File: config.mk
export PLATFORM = sky130hd
export DESIGN_NAME = loopback_ais_steer
export DESIGN_NICKNAME = d
export VERILOG_FILES = /design/src/rtl/lbsel_pkg.sv /design/src/rtl/lbsel_decode.sv /design/src/rtl/lbsel_line.sv /design/src/rtl/lbsel_rx_steer.sv /design/src/rtl/loopback_ais_steer.sv
export SDC_FILE = /design/constraint.sdc
export NUM_CORES = 1
export LEC_CHECK = 0
export BUFFER_PORTS_ARGS = -buffer_cell sky130_fd_sc_hd__buf_2
export CORE_AREA = 2 2 39 41
export DETAILED_ROUTE_END_ITERATION = 8
export DIE_AREA = 0 0 41 43
export MAX_ROUTING_LAYER = met4
export PLACE_DENSITY = 0.5
export REMOVE_ABC_BUFFERS = 1
export SLEW_MARGIN = 20
export SYNTH_ARGS = -nofsm -noshare
export SYNTH_HDL_FRONTEND = slang
export SYNTH_HIERARCHICAL = 1
export SYNTH_SLANG_ARGS = --single-unit
File: constraint.sdc
create_clock -name clk -period 1.4 [get_ports clk]
set_input_delay 0.21 -clock clk [delete_from_list [all_inputs] [get_ports clk]]
set_output_delay 0.21 -clock clk [all_outputs]
set_load 0.01 [all_outputs]
File: src/rtl/lbsel_pkg.sv
package lbsel_pkg;
    localparam int SEL_W  = 2;
    localparam int MODE_W = 2;

    typedef enum logic [SEL_W-1:0] {
        LB_NORMAL = 2'b00,
        LB_DIGLOC = 2'b01,
        LB_REMOTE = 2'b10,
        LB_LOCAL  = 2'b11
    } lb_mode_e;

    localparam logic [MODE_W-1:0] JA_IN_TX = 2'b01;

    typedef struct packed {
        logic pos;
        logic neg;
    } rail_t;

    typedef struct packed {
        rail_t line;
        logic  phase;
    } line_state_t;
endpackage

File: src/rtl/lbsel_decode.sv
module lbsel_decode
    import lbsel_pkg::*;
(
    input  logic [SEL_W-1:0]  loop_sel,
    input  logic [MODE_W-1:0] ja_mode,
    input  logic              ais_req,
    input  logic              auto_ais,
    input  logic              rx_loss,
    output lb_mode_e          mode,
    output logic              ais_eff,
    output logic              use_ja
);
    logic ais_raw;

    always_comb begin
        mode    = lb_mode_e'(loop_sel);
        ais_raw = ais_req | (auto_ais & rx_loss);
        ais_eff = ais_raw & (mode != LB_REMOTE);
        use_ja  = (mode == LB_LOCAL) && (ja_mode == JA_IN_TX);
    end
endmodule

File: src/rtl/lbsel_line.sv
module lbsel_line
    import lbsel_pkg::*;
(
    input  logic     clk,
    input  logic     rst_n,
    input  lb_mode_e mode,
    input  logic     ais_eff,
    input  rail_t    tx_rail,
    input  rail_t    rx_rail,
    output rail_t    line
);
    line_state_t st_d, st_q;

    always_comb begin
        st_d = st_q;
        if (ais_eff) begin
            st_d.line.pos = ~st_q.phase;
            st_d.line.neg = st_q.phase;
            st_d.phase    = ~st_q.phase;
        end else begin
            st_d.phase = 1'b0;
            if (mode == LB_REMOTE) st_d.line = rx_rail;
            else                   st_d.line = tx_rail;
        end
    end

    always_ff @(posedge clk or negedge rst_n) begin
        if (!rst_n) st_q <= '0;
        else        st_q <= st_d;
    end

    assign line = st_q.line;


    ais_single_mark_chk: assert property (@(posedge clk) disable iff (!rst_n)
        ais_eff |=> (line.pos ^ line.neg));


    ais_alternate_chk: assert property (@(posedge clk) disable iff (!rst_n)
        (ais_eff && $past(ais_eff) && line.pos) |=> line.neg);


    ais_first_pos_chk: assert property (@(posedge clk) disable iff (!rst_n)
        $rose(ais_eff) |=> line.pos);


    remote_echo_chk: assert property (@(posedge clk) disable iff (!rst_n)
        (mode == LB_REMOTE) |=> (line == $past(rx_rail)));


    ais_no_dual_chk: assert property (@(posedge clk) disable iff (!rst_n)
        ais_eff |=> !(line.pos && line.neg));
endmodule

File: src/rtl/lbsel_rx_steer.sv
module lbsel_rx_steer
    import lbsel_pkg::*;
(
    input  lb_mode_e mode,
    input  logic     use_ja,
    input  rail_t    tx_rail,
    input  logic     tx_clk,
    input  rail_t    rx_rail,
    input  logic     rx_clk,
    input  rail_t    ja_rail,
    input  logic     ja_clk,
    output rail_t    rd_rail,
    output logic     rd_clk
);
    always_comb begin
        if (mode == LB_DIGLOC) begin
            rd_rail = tx_rail;
            rd_clk  = tx_clk;
        end else if (use_ja) begin
            rd_rail = ja_rail;
            rd_clk  = ja_clk;
        end else begin
            rd_rail = rx_rail;
            rd_clk  = rx_clk;
        end
    end
endmodule

File: src/rtl/loopback_ais_steer.sv
module loopback_ais_steer
    import lbsel_pkg::*;
(
    input  logic              clk,
    input  logic              rst_n,
    input  logic [SEL_W-1:0]  loop_sel_i,
    input  logic [MODE_W-1:0] ja_mode_i,
    input  logic              ais_req_i,
    input  logic              auto_ais_i,
    input  logic              rx_loss_i,
    input  logic              tx_pos_i,
    input  logic              tx_neg_i,
    input  logic              tx_clk_i,
    input  logic              rx_pos_i,
    input  logic              rx_neg_i,
    input  logic              rx_clk_i,
    input  logic              ja_pos_i,
    input  logic              ja_neg_i,
    input  logic              ja_clk_i,
    output logic              line_pos_o,
    output logic              line_neg_o,
    output logic              rd_pos_o,
    output logic              rd_neg_o,
    output logic              rd_clk_o,
    output logic              ais_on_o
);
    lb_mode_e mode;
    logic     ais_eff, use_ja;
    rail_t    tx_rail, rx_rail, ja_rail, line, rd_rail;

    assign tx_rail = '{pos: tx_pos_i, neg: tx_neg_i};
    assign rx_rail = '{pos: rx_pos_i, neg: rx_neg_i};
    assign ja_rail = '{pos: ja_pos_i, neg: ja_neg_i};

    lbsel_decode u_dec (
        .loop_sel (loop_sel_i),
        .ja_mode  (ja_mode_i),
        .ais_req  (ais_req_i),
        .auto_ais (auto_ais_i),
        .rx_loss  (rx_loss_i),
        .mode     (mode),
        .ais_eff  (ais_eff),
        .use_ja   (use_ja)
    );

    lbsel_line u_line (
        .clk     (clk),
        .rst_n   (rst_n),
        .mode    (mode),
        .ais_eff (ais_eff),
        .tx_rail (tx_rail),
        .rx_rail (rx_rail),
        .line    (line)
    );

    lbsel_rx_steer u_rx (
        .mode    (mode),
        .use_ja  (use_ja),
        .tx_rail (tx_rail),
        .tx_clk  (tx_clk_i),
        .rx_rail (rx_rail),
        .rx_clk  (rx_clk_i),
        .ja_rail (ja_rail),
        .ja_clk  (ja_clk_i),
        .rd_rail (rd_rail),
        .rd_clk  (rd_clk_o)
    );

    assign line_pos_o = line.pos;
    assign line_neg_o = line.neg;
    assign rd_pos_o   = rd_rail.pos;
    assign rd_neg_o   = rd_rail.neg;
    assign ais_on_o   = ais_eff;


    normal_pass_chk: assert property (@(posedge clk) disable iff (!rst_n)
        (loop_sel_i == 2'b00 && !ais_on_o) |=>
        (line_pos_o == $past(tx_pos_i) && line_neg_o == $past(tx_neg_i)));


    remote_no_ais_chk: assert property (@(posedge clk) disable iff (!rst_n)
        (loop_sel_i == 2'b10) |-> !ais_on_o);


    loss_needs_strap_chk: assert property (@(posedge clk) disable iff (!rst_n)
        (!auto_ais_i && !ais_req_i) |-> !ais_on_o);


    local_nomode_chk: assert property (@(posedge clk) disable iff (!rst_n)
        (loop_sel_i == 2'b11 && ja_mode_i != 2'b01) |->
        (rd_pos_o == rx_pos_i && rd_neg_o == rx_neg_i && rd_clk_o == rx_clk_i));
endmodule

### Word-level counts from Yosys, hierarchy flattened

Cells that the tools add are included.

| storage, ports and cells | value |
|---|---|
| register bits | 3 |
| bits in latches | 0 |
| RAM bits | 0 |
| ROM bits | 0 |
| bits of input ports | 18 |
| output and inout bits | 6 |
| word-level logic and storage cells | 19 |
| memories | 0 |

| cells by class | value |
|---|---|
| $add $sub $neg | 0 |
| multiply operators | 0 |
| div/mod/pow operators | 0 |
| magnitude comparators | 0 |
| equal/unequal tests | 5 |
| shift-type cells | 0 |
| muxes and demuxes | 6 |
| bitwise logic cells | 4 |
| reductions and logical operators | 1 |

Operators by type and width:

| cell | number |
|---|---|
| 2-bit two-way mux | 3 |
| 2-bit by 1-bit equality test with 1-bit output, second input constant | 2 |
| 2-bit equality test, second input constant | 2 |
| 3-bit two-way mux | 1 |
| 1-bit bitwise AND | 2 |
| 1-bit two-way mux | 2 |
| 2-bit inequality test, second input constant | 1 |
| 1-bit logical AND | 1 |
| 1-bit NOT | 1 |
| 1-bit bitwise OR | 1 |

### Longest topological paths before layout

| depth | value |
|---|---|
| depth in word-level cells | 4 |
| mapped depth | 4 |
| depth with buffers taken out | 4 |

### Cells and area by module

Netlist, hierarchy kept.

By module, submodules not included:

| module | times used | cells an instance | area an instance (um2) | seq. area each (um2) |
|---|---|---|---|---|
| lbsel_line | 1 | 13 | 150.1 | 75.1 |
| lbsel_rx_steer | 1 | 7 | 73.8 | 0.0 |
| lbsel_decode | 1 | 6 | 38.8 | 0.0 |

### Worst setup path after synthesis

OpenSTA, ideal clock, no wires.

| path | value |
|---|---|
| kind | input-to-output |
| from | input port ja_mode_i[1] |
| to | output port rd_clk_o |
| data arrival time | 1.098 ns |
| setup slack | 0.092 ns |
| cell stages on the path | 3 |
| path buffers | 0 |
| cell sequence | and4b_1 > mux2_1 > mux2_2 |

| on the way | value |
|---|---|
| cells in the longest elaborated chain, start to end | 4 |

RTL lines:

| what | RTL line | text |
|---|---|---|
| from (decl) | loopback_ais_steer.sv:7 | `input logic [MODE_W-1:0] ja_mode_i,` |
| 2-bit by 1-bit equality test with 1-bit output | lbsel_decode.sv:19 | `use_ja = (mode == LB_LOCAL) && (ja_mode == JA_IN_TX);` |
| 1-bit logical AND | lbsel_decode.sv:19 |  |
| 1-bit two-way mux | lbsel_rx_steer.sv:19 | `end else if (use_ja) begin` |
| 1-bit two-way mux | lbsel_rx_steer.sv:16 | `if (mode == LB_DIGLOC) begin` |
| to (decl) | loopback_ais_steer.sv:24 | `output logic rd_clk_o,` |

No other way between the ends.

### Worst setup path after layout

| path | value |
|---|---|
| from | input port ja_mode_i[1] |
| to | output port rd_clk_o |

| on the way | value |
|---|---|
| cells in the longest elaborated chain, start to end | 4 |

RTL lines:

| what | RTL line | text |
|---|---|---|
| 2-bit by 1-bit equality test with 1-bit output | lbsel_decode.sv:19 |  |
| 1-bit logical AND | lbsel_decode.sv:19 |  |
| via use_ja | loopback_ais_steer.sv:28 | `logic ais_eff, use_ja;` |
| 1-bit two-way mux | lbsel_rx_steer.sv:19 |  |
| 1-bit two-way mux | lbsel_rx_steer.sv:16 |  |

The timed path passes the listed nets, and every way through them passes these cells.

==> metrics.txt <==
outcome=finished, violations left; failing checks=setup timing; setup bufs post-CTS=0; DR iter-0 viols=6; R2R Path End=u_line/line[1]$_DFF_PN0_; routed wire length=approximately 850 um; antenna viol nets, final=0; DR DRC count=0; DR vias=around 290; Non-Filler Cell Area, Final=around 480 um^2; drt via density=approximately 4.2; mean routed wirelength per cell=approximately 12 um; Rows=14; Avg Inst Size Synth=approximately 10 um^2; crit path DAT=roughly 1400 ps; worst skew pair latency=between 200 and 250 ps; max cap viols=0; Req. time, crit path=approximately 1200 ps; Port Buffers=23; placed instance area=between 300 and 400 um^2; fmax=between 600 and 700 MHz; # nets final=72; CP endpoint kind=output pin; post-synthesis sequential area ratio=about 29%; CTS buffer count=3; switch share=26.1%; Antenna Cells=0; Setup crit start kind=input pin; DIE HEIGHT=about 43 um; final worst slack=-164 ps; Flop pwr share=around a quarter; Unique masters post-synth=15; post-route minimum period=between 1500 and 2000 ps; Clock power frac=roughly two fifths; # fillers=150; setup TNS=-483 ps; FF+latch count, synth=3; hold slack final=264 ps; initial core utilization=between 10% and 20%; fraction of the cycle the final worst path needs=112%; number of synthesis warnings=6; Final Hold Vio Count=0; hold endpoint=u_line/line[1]$_DFF_PN0_; reg2reg path depth=2; crit path max fanout=3; Clock H-tree levels=1; Root Buffer=clkbuf_4; kind of critical path=in2out; DP HPWL=~550 um; post-route insts no fill=69; worst-margin pin slew=~290 ps; max-slew violation count=0; Top Ports=24; Reg clk slew, reported paths=30 ps; antenna violations before repair=0; core box area=between 0.001 and 0.0015 mm^2; Int Pwr=0.282 mW; setup violators final=3; Worst slew margin=80.7%; Congestion Overflow GR=0; reg2reg start=u_line/st_q[0]$_DFF_PN0_; Cells on Worst Hold Path=2; Clock Skews=between 1 and 1.5 ps; number of global-route vias before repair=between 300 and 400; die width=just over 40 um; clock buffer depth=2; hold wc startpoint=tx_pos_i; pre-CTS setup slack=-140 ps; commonest non-fill, non-tap cells in the layout=19 x buf_2, 6 x mux2_4, 4 x buf_6; Multi-input gate area=approximately 170 um^2; Comb power frac=approximately a third; Reg area=between 70 and 80 um^2; gpl congestion=about 0.67; Initial DRT Pass Iterations=2; first-pass GRT wire length=1310 um; largest net degree at the start of global routing=6; peak supply drop=around 0.15 mV; Clock Sinks=3; mapped cell area=263 um^2; PD cells=804 mW/mm^2; P_sw=around 0.10 mW; Hold Crit Class=in2reg; r2r setup slk=between 600 and 700 ps; Die ar.=around 0.0018 mm^2; GRT Util Overall=about an eighth; Placed Instances=between 60 and 70; area grow syn2layout=81.0%; share of cells above drive strength 1=67.9%; CTS tree=built; Leakage=approximately 0.26 nW; setup repair after global routing missed its margin=true; Synth Instances=26; commonest non-fill, non-tap cell in the layout=buf_2
[worst max path at each step]
| stage | slack (ps) | end | start |
|---|---|---|---|
| after global routing | -170 | rd_clk_o | ja_mode_i[1] |
| after CTS | -130 | rd_pos_o | ja_mode_i[1] |
| final | -160 | rd_clk_o | ja_mode_i[1] |
| after detailed placement | -140 | rd_clk_o | ja_mode_i[1] |
| after global placement | -150 | rd_clk_o | ja_mode_i[1] |
| after floorplan | 90 | rd_clk_o | ja_mode_i[1] |
[layout make-up]
class,count,area share (%)
repair buffers,27,36.3
multi-input cells,17,36.6
well taps,16,4.21
flip-flops and latches,3,15.8
inverters,2,1.58
clock buffers,4,5.53
[stage by stage]
| stage | power [mW] | utilization (%) |
|---|---|---|
| global route | 0.407 | 34.4 |
| global placement | 0.201 | 28.2 |
| CTS | 0.382 | 34.4 |
| finish | 0.382 | 34.4 |
| floorplan | 0.145 | - |
| detailed placement | 0.201 | 28.2 |
[power by group through the flow]
stage / Sequential (mW) / Combinational [mW] / Clock [mW]
6_report: 0.0998 / 0.130 / 0.152
3_5_place_dp: 0.101 / 0.0999 / 0
5_1_grt: 0.101 / 0.142 / 0.164
3_3_place_gp: 0.101 / 0.100 / 0
4_1_cts: 0.0998 / 0.126 / 0.156
2_1_floorplan: 0.106 / 0.0398 / 0
[worst max-delay path, cell delays in order]
cell and delay, ps:
buf_6 90, and4b_2 340, mux2_4 320, mux2_4 270, buf_6 120
[flip-flops by register name (all words and copies together), names as in the netlist]
signal and flops:
u_line/line 2, u_line/st_q 1
[cell families (layout without fill, tap and decap cells)]
group	count (synthesis)	after routing	synth area share, %
compound gates	4	4	10.5
buf+inv	6	33	14.3
flops	3	3	28.6
mux	6	6	25.7
simple gates	7	7	21.0
[layer usage]
layer | global-route usage [%] | wire length, um | vias up
li1 | - | - | 144
met1 | 10.5 | 278 | 128
met2 | 19.7 | 496 | 12
met3 | 2.09 | 46 | 4
met4 | 10.0 | 32 | 0
met5 | - | 0 | -
[repair_timing]
item,CTS,global route
hold buffers,1,0
gates resized for setup,11,0
endpoints found under the hold margin,3,0
endpoints found under the setup margin,3,3
pin swaps,0,0
[cells in the mapped netlist]
library cell / number / area share [%]
a211oi_1: 1 / 2.9
a21oi_1: 2 / 3.8
a311o_1: 1 / 3.8
and4b_1: 1 / 3.8
and4bb_1: 1 / 4.8
buf_4: 4 / 11
dfrtp_1: 3 / 29
inv_1: 2 / 2.9
mux2_1: 3 / 13
mux2_2: 3 / 13
nand2b_1: 1 / 2.4
nor2_1: 1 / 1.4
nor2b_1: 1 / 2.4
nor4b_1: 1 / 3.3
or2b_1: 1 / 2.9
(Power assumes the default switching activity.)
